--- config.mk ---
export PLATFORM = sky130hd
export DESIGN_NAME = cot_gate_seq
export DESIGN_NICKNAME = d
export VERILOG_FILES = /design/src/rtl/cot_gate_seq.sv
export SDC_FILE = /design/constraint.sdc
export NUM_CORES = 1
export LEC_CHECK = 0
export ABC_AREA = 1
export BUFFER_PORTS_ARGS = -buffer_cell sky130_fd_sc_hd__buf_2
export CAP_MARGIN = 20
export CELL_PAD_IN_SITES_DETAIL_PLACEMENT = 0
export CELL_PAD_IN_SITES_GLOBAL_PLACEMENT = 2
export CORE_ASPECT_RATIO = 1.75
export CORE_MARGIN = 5
export CORE_UTILIZATION = 33
export DETAILED_ROUTE_END_ITERATION = 10
export GPL_TIMING_DRIVEN = 0
export PLACE_DENSITY = 0.75
export REMOVE_ABC_BUFFERS = 1
export SLEW_MARGIN = 20
export SYNTH_ARGS = -nofsm -noshare
export SYNTH_HDL_FRONTEND = slang
export SYNTH_SLANG_ARGS = --single-unit
--- constraint.sdc ---
create_clock -name clk -period 2.22 [get_ports clk]
set_input_delay 0.222 -clock clk [delete_from_list [all_inputs] [get_ports clk]]
set_output_delay 0.222 -clock clk [all_outputs]
set_load 0.01 [all_outputs]
--- src/rtl/cot_gate_seq.sv ---
module cot_gate_seq #(
  parameter int TON_W       = 10,
  parameter int DEAD_CYC    = 6,
  parameter int MIN_OFF_CYC = 80
) (
  input  logic             clk,
  input  logic             rst_n,
  input  logic             fb_low,
  input  logic             valley_oc,
  input  logic             zero_cross,
  input  logic [1:0]       mode,
  input  logic             uvlo,
  input  logic             force_off,
  input  logic             force_ls_on,
  input  logic [TON_W-1:0] ton_cycles,
  output logic             hs_gate,
  output logic             ls_gate
);
  localparam logic [1:0] MODE_DEM = 2'b01;
  localparam logic [1:0] MODE_CCM = 2'b10;
  localparam int DW      = $clog2(DEAD_CYC + 1);
  localparam int TW      = (TON_W > DW) ? TON_W : DW;
  localparam int OW      = $clog2(MIN_OFF_CYC + 1);
  localparam int GAP_MAX = MIN_OFF_CYC + DEAD_CYC;
  localparam int GW      = $clog2(GAP_MAX + 1);

  typedef enum logic [2:0] {S_OFF, S_DH, S_HS, S_DL, S_LS} st_t;

  st_t              st, st_n;
  logic [TW-1:0]    tmr;
  logic [TON_W-1:0] ton_lat;
  logic [OW-1:0]    moff;

  wire enabled   = !uvlo && (mode == MODE_DEM || mode == MODE_CCM);
  wire dem       = (mode == MODE_DEM);
  wire moff_done = (moff == OW'(MIN_OFF_CYC));
  wire tmr_zero  = (tmr == '0);
  wire start_ok  = fb_low && !valley_oc && moff_done && !force_off && !force_ls_on;

  always_comb begin
    st_n = st;
    if (!enabled || force_off) st_n = S_OFF;
    else if (force_ls_on) begin
      case (st)
        S_DL:    if (tmr_zero) st_n = S_LS;
        S_LS:    st_n = S_LS;
        default: st_n = S_DL;
      endcase
    end else begin
      case (st)
        S_OFF:   if (start_ok) st_n = S_DH;
        S_DH:    if (tmr_zero) st_n = S_HS;
        S_HS:    if (tmr_zero) st_n = S_DL;
        S_DL:    if (tmr_zero) st_n = S_LS;
        S_LS:    if (start_ok) st_n = S_DH;
                 else if (dem && zero_cross) st_n = S_OFF;
        default: st_n = S_OFF;
      endcase
    end
  end

  always_ff @(posedge clk or negedge rst_n) begin
    if (!rst_n) begin
      st      <= S_OFF;
      tmr     <= '0;
      ton_lat <= TON_W'(1);
    end else begin
      st <= st_n;
      if (st_n != st) begin
        case (st_n)
          S_DH, S_DL: tmr <= TW'(DEAD_CYC - 1);
          S_HS:       tmr <= TW'(ton_lat) - TW'(1);
          default:    tmr <= '0;
        endcase
      end else if (!tmr_zero) begin
        tmr <= tmr - TW'(1);
      end
      if (st_n == S_DH && st != S_DH)
        ton_lat <= (ton_cycles == '0) ? TON_W'(1) : ton_cycles;
    end
  end

  always_ff @(posedge clk or negedge rst_n) begin
    if (!rst_n)              moff <= OW'(MIN_OFF_CYC);
    else if (st == S_HS)     moff <= OW'(1);
    else if (!moff_done)     moff <= moff + OW'(1);
  end

  assign hs_gate = (st == S_HS);
  assign ls_gate = (st == S_LS);

  logic [GW-1:0] hs_low_cnt, ls_low_cnt;
  always_ff @(posedge clk or negedge rst_n) begin
    if (!rst_n) begin
      hs_low_cnt <= GW'(GAP_MAX);
      ls_low_cnt <= GW'(GAP_MAX);
    end else begin
      if (hs_gate) hs_low_cnt <= '0;
      else if (hs_low_cnt != GW'(GAP_MAX)) hs_low_cnt <= hs_low_cnt + GW'(1);
      if (ls_gate) ls_low_cnt <= '0;
      else if (ls_low_cnt != GW'(GAP_MAX)) ls_low_cnt <= ls_low_cnt + GW'(1);
    end
  end


  no_overlap_chk: assert property (@(posedge clk) disable iff (!rst_n)
    !(hs_gate && ls_gate));

  ls_dead_chk: assert property (@(posedge clk) disable iff (!rst_n)
    $rose(ls_gate) |-> hs_low_cnt >= GW'(DEAD_CYC));

  hs_dead_chk: assert property (@(posedge clk) disable iff (!rst_n)
    $rose(hs_gate) |-> ls_low_cnt >= GW'(DEAD_CYC));

  min_off_chk: assert property (@(posedge clk) disable iff (!rst_n)
    $rose(hs_gate) |-> hs_low_cnt >= GW'(MIN_OFF_CYC));

  uvlo_off_chk: assert property (@(posedge clk) disable iff (!rst_n)
    uvlo |=> (!hs_gate && !ls_gate));

  force_off_chk: assert property (@(posedge clk) disable iff (!rst_n)
    force_off |=> (!hs_gate && !ls_gate));

  valley_block_chk: assert property (@(posedge clk) disable iff (!rst_n)
    (st == S_DH && $past(st) != S_DH) |-> $past(fb_low && !valley_oc));

  zc_off_chk: assert property (@(posedge clk) disable iff (!rst_n)
    (dem && zero_cross && ls_gate && !force_ls_on && !fb_low) |=> !ls_gate);
endmodule

==> summary.md <==
The flow ran to the end, but the final reports show violations. The final reports fail on negative hold slack. The detailed-route vias per instance was 4.603. The simple-gate share of the synthesized area is 0.3152, and the number of synthesized flops with an enable pin is 0.

Setup repair after global routing left no endpoint under its margin. After synthesis the netlist holds a flip-flop and latch count of 30. Fill cells in the final layout number 657.

The tools report the setup skew after layout as 7.553 ps. The longest clock path from root to sink contains 2 buffers. The maximum fanout encountered on the critical timing path works out to 5. For the iteration-0 DRC count of the detailed router, the log shows 56. For the worst-skew pair, the clock arrives at the later sink with an insertion delay of 280 ps. The slowest stage of the critical path is the sky130_fd_sc_hd__dfrtp_1 cell. The tools report the global-route usage over all layers as 0.1404. The startpoint identified for the worst register-to-register timing path is tmr[0].

Tracing the worst setup path back leads to its startpoint at tmr[0]. Share of flip-flops with an asynchronous set or reset: 1.000. The tools report the number of warnings reported in the yosys synthesis log as 0. The logs give 2 for the maximum level of the CTS H-tree and 0 for the overflow left after global routing.

The placed standard-cell area is 2135 um^2, and the delay of the slowest cell on the worst path is 400 ps. After detailed routing, the total wire length is 4798 um. Worst hold slack: -12.12 ps. The worst setup path is captured at a register. The area share of xor/xnor cells in the synthesized design works out to 0.04476. The proportion of layout cells with a drive suffix above 1 was 0.2700; the starting density of the core was 0.3355. The tools report the startpoint type of the worst setup path as a register. In this run, distinct cell masters in the synthesized netlist total 32. The gate count after technology mapping is 265. The signal on the critical path passes through inv_2 > ha_4 > nand2_2 > nor2_4 > nand2_4 > nand2_1 > nand4_1 > nand2_4 > nand2_1 > nand2_4 > nand3_4 > o21ai_1 > inv_1. The sequential-to-total area share from yosys stat is 0.3855, and the number of buffer and inverter stages on the critical path is 2.

Across the VDD grid, the largest voltage drop is 0.4484 mV. The layout overhead on the synthesized area was 23.02%; the storage element area was 754.5 um^2. The tightest min-delay check is of the in2async type.

The tools report the worst flop-to-flop path endpoint as tmr[9]. The logs give 1738 for the via count of the first global-routing pass and 0 ps for the final total negative setup slack. The net count of the finished layout is 324. The synthesized-area fraction occupied by adder cells is 0.03197, and the number of antenna violations at the first check in global routing is 0. The tree is rooted in a sky130_fd_sc_hd__clkbuf_8. The die is 111.9 um tall. For this run, the top clock speed supported by timing is 481.4 MHz. TritonCTS built the clock tree. The tools report the pin count of the biggest net entering global routing as 31. Summing all multi-input logic gate instances after layout gives 1125 um^2. The ratio of total power to cell area was 941.9 nW/um^2; the clock sink count was 30. The initialized floorplan defines 37 standard-cell rows.

The tools report the area of the core as 5833 um^2. The floorplan step set the die width to 68.21 um. TritonCTS created 5 clock buffers. The count of input and output buffers was 21; the total vias in the final route was 1740. The count of final hold-check violations was 15. The depth of the worst register-to-register path was 13; the cell leakage power was 1.193 nW. Global-route wire length before repair: 7866 um. Fraction of the mapped netlist area in compound gates: 0.1215. The setup violation total in the final timing report was 0; the number of antenna cells inserted was 0. After clock tree synthesis, the clock-pin slew on the worst setup and hold paths is 70 ps. Counting stages on the worst path, the most repeated cell is sky130_fd_sc_hd__nand2_4. The type of the worst setup path was reg2reg. The finished cells cover 2407 um^2.

Across all register-to-register paths, the minimum setup slack is 140 ps. The ratio of final minimum period to clock period was 0.9357. The most used flip-flop cell after synthesis is sky130_fd_sc_hd__dfrtp_1.

The average cell area after synthesis was 7.384 um^2. The portion of netlist area occupied by mux cells is 0, and the average wire per cell in the routed design is 12.69 um. After synthesis, the largest family of logic cells by area is simple AND/OR/NAND/NOR gates. The signal arrival time at the worst endpoint is 2240 ps, and the total of hold buffers inserted after clock tree synthesis is 0.

The first TritonRoute pass finished after 4 iterations. The kind of cell adding the most delay to the critical path was simple AND/OR/NAND/NOR gates. The smallest clock period supported by the final layout is computed as 2077 ps.

The tool flagged a number of max-cap violations equal to 0. The residual antenna-violating net count after detailed routing is 0, and the final weighted congestion in routability-driven placement is 0.7196. For the pin with the worst max-slew slack, the measured transition is 708.5 ps. The run gives 7631 um^2 as the full die area.

The max-slew violation count is 0. For the worst setup path, the data required time is 2390 ps. The worst slew margin relative to its limit was 0.5276; the remaining design rule violation count was 0. Pin placement for this block handled 22 I/O pins.

Once detailed placement completed, the half-perimeter wirelength came to 3372 um. The total standard cell area after synthesis was 1957 um^2.
per-stage QoR:
stage	std cells	power [mW]	utilization	worst slack, ps
finish	378	2.268	0.4127	142.6
global route	378	2.489	0.4127	13.37
CTS	376	2.290	0.4015	8.972
detailed placement	360	1.753	0.3659	-677.3
global placement	360	1.742	0.3659	-655.9
floorplan	261	1.554	-	-39.31
layer usage:
layer,up-vias,wire [um],global-route usage
met5,-,0,0
met4,0,102,0.05843
met3,7,168,0.03027
met2,31,2919,0.2803
met1,787,1608,0.1232
li1,915,-,-
cells in the mapped netlist, drive strengths merged (2+ instances only):
cell / instances / area share
o21ai: 23 / 0.070
nand3: 17 / 0.046
a21oi: 12 / 0.036
nand4: 5 / 0.019
xnor2: 4 / 0.018
nand2: 63 / 0.13
dfrtp: 27 / 0.35
nor2: 32 / 0.066
nor3: 11 / 0.040
inv: 46 / 0.088
ha: 5 / 0.032
xor2: 6 / 0.027
dfstp: 3 / 0.040
buf: 3 / 0.011
o21bai: 2 / 0.0077
logic make-up (layout without fill, tap and decap cells):
logic type,after synthesis,after routing
adder cells (fa/ha/maj),5,5
buffers and inverters,50,82
AND/OR/NAND/NOR,131,134
AO/OA/AOI/OAI,39,39
flip-flops,30,30
XOR/XNOR,10,10
report_power, final:
part,switching [mW],internal [mW],total [mW]
registers,0.164,0.759,0.923
logic,0.511,0.381,0.893
clock network,0.199,0.252,0.452
what timing repair did:
action,4_1_cts,5_1_grt
setup endpoints to repair,20,19
setup buffers,6,1
resized for setup,11,15
hold endpoints to repair,0,0
pin swaps,5,9
cloned,2,1
registers in the layout (all words and copies together) (netlist names):
signal	count
st	3
ton_lat	10
tmr	10
moff	7
cell type report:
cell class | instances | area share
Timing Repair Buffer | 28 | 0.06861
Multi-Input combinational cell | 188 | 0.4673
Inverter | 46 | 0.07277
Sequential cell | 30 | 0.3134
Tap cell | 78 | 0.04054
Clock buffer | 8 | 0.03742
cell usage in the layout, fill, tap and decap left out, types with 2 or more instances in the layout:
cell type,n
sky130_fd_sc_hd__clkbuf_8,6
sky130_fd_sc_hd__nand3_2,3
sky130_fd_sc_hd__nand2_2,13
sky130_fd_sc_hd__xnor2_1,4
sky130_fd_sc_hd__dfstp_2,3
sky130_fd_sc_hd__nor2_4,2
sky130_fd_sc_hd__inv_2,5
sky130_fd_sc_hd__buf_4,5
sky130_fd_sc_hd__o21ai_0,10
sky130_fd_sc_hd__nand3_1,14
sky130_fd_sc_hd__nor3_4,2
sky130_fd_sc_hd__o21ai_2,6
sky130_fd_sc_hd__nand2_4,4
sky130_fd_sc_hd__clkbuf_1,2
sky130_fd_sc_hd__dfrtp_1,27
sky130_fd_sc_hd__buf_6,2
sky130_fd_sc_hd__nand2_1,46
sky130_fd_sc_hd__a21oi_1,11
sky130_fd_sc_hd__ha_1,4
sky130_fd_sc_hd__buf_2,21
sky130_fd_sc_hd__nor2_1,29
sky130_fd_sc_hd__xor2_1,6
sky130_fd_sc_hd__o21ai_1,7
sky130_fd_sc_hd__nand3_4,3
sky130_fd_sc_hd__nor3_1,9
sky130_fd_sc_hd__o21bai_1,2
sky130_fd_sc_hd__inv_1,40
sky130_fd_sc_hd__nand4_1,4
worst register-to-register path: cells and delay by family, from the launching register on:
| family | cells | cell delay (ps) |
|---|---|---|
| compound gates | 1 | 150 |
| buf+inv | 2 | 140 |
| simple gates | 9 | 1130 |
| fa+ha+maj | 1 | 140 |
| flops | 1 | 400 |
worst max path at each step:
stage | end | slack (ps) | cells after the start
6_report | tmr[9] | 140 | 13
3_3_place_gp | tmr[9] | -660 | 13
4_1_cts | ton_lat[4] | 9 | 14
5_1_grt | ton_lat[4] | 10 | 14
3_5_place_dp | tmr[9] | -680 | 13
2_1_floorplan | tmr[9] | -40 | 13
Note: power is estimated with default switching activity, not from simulation.
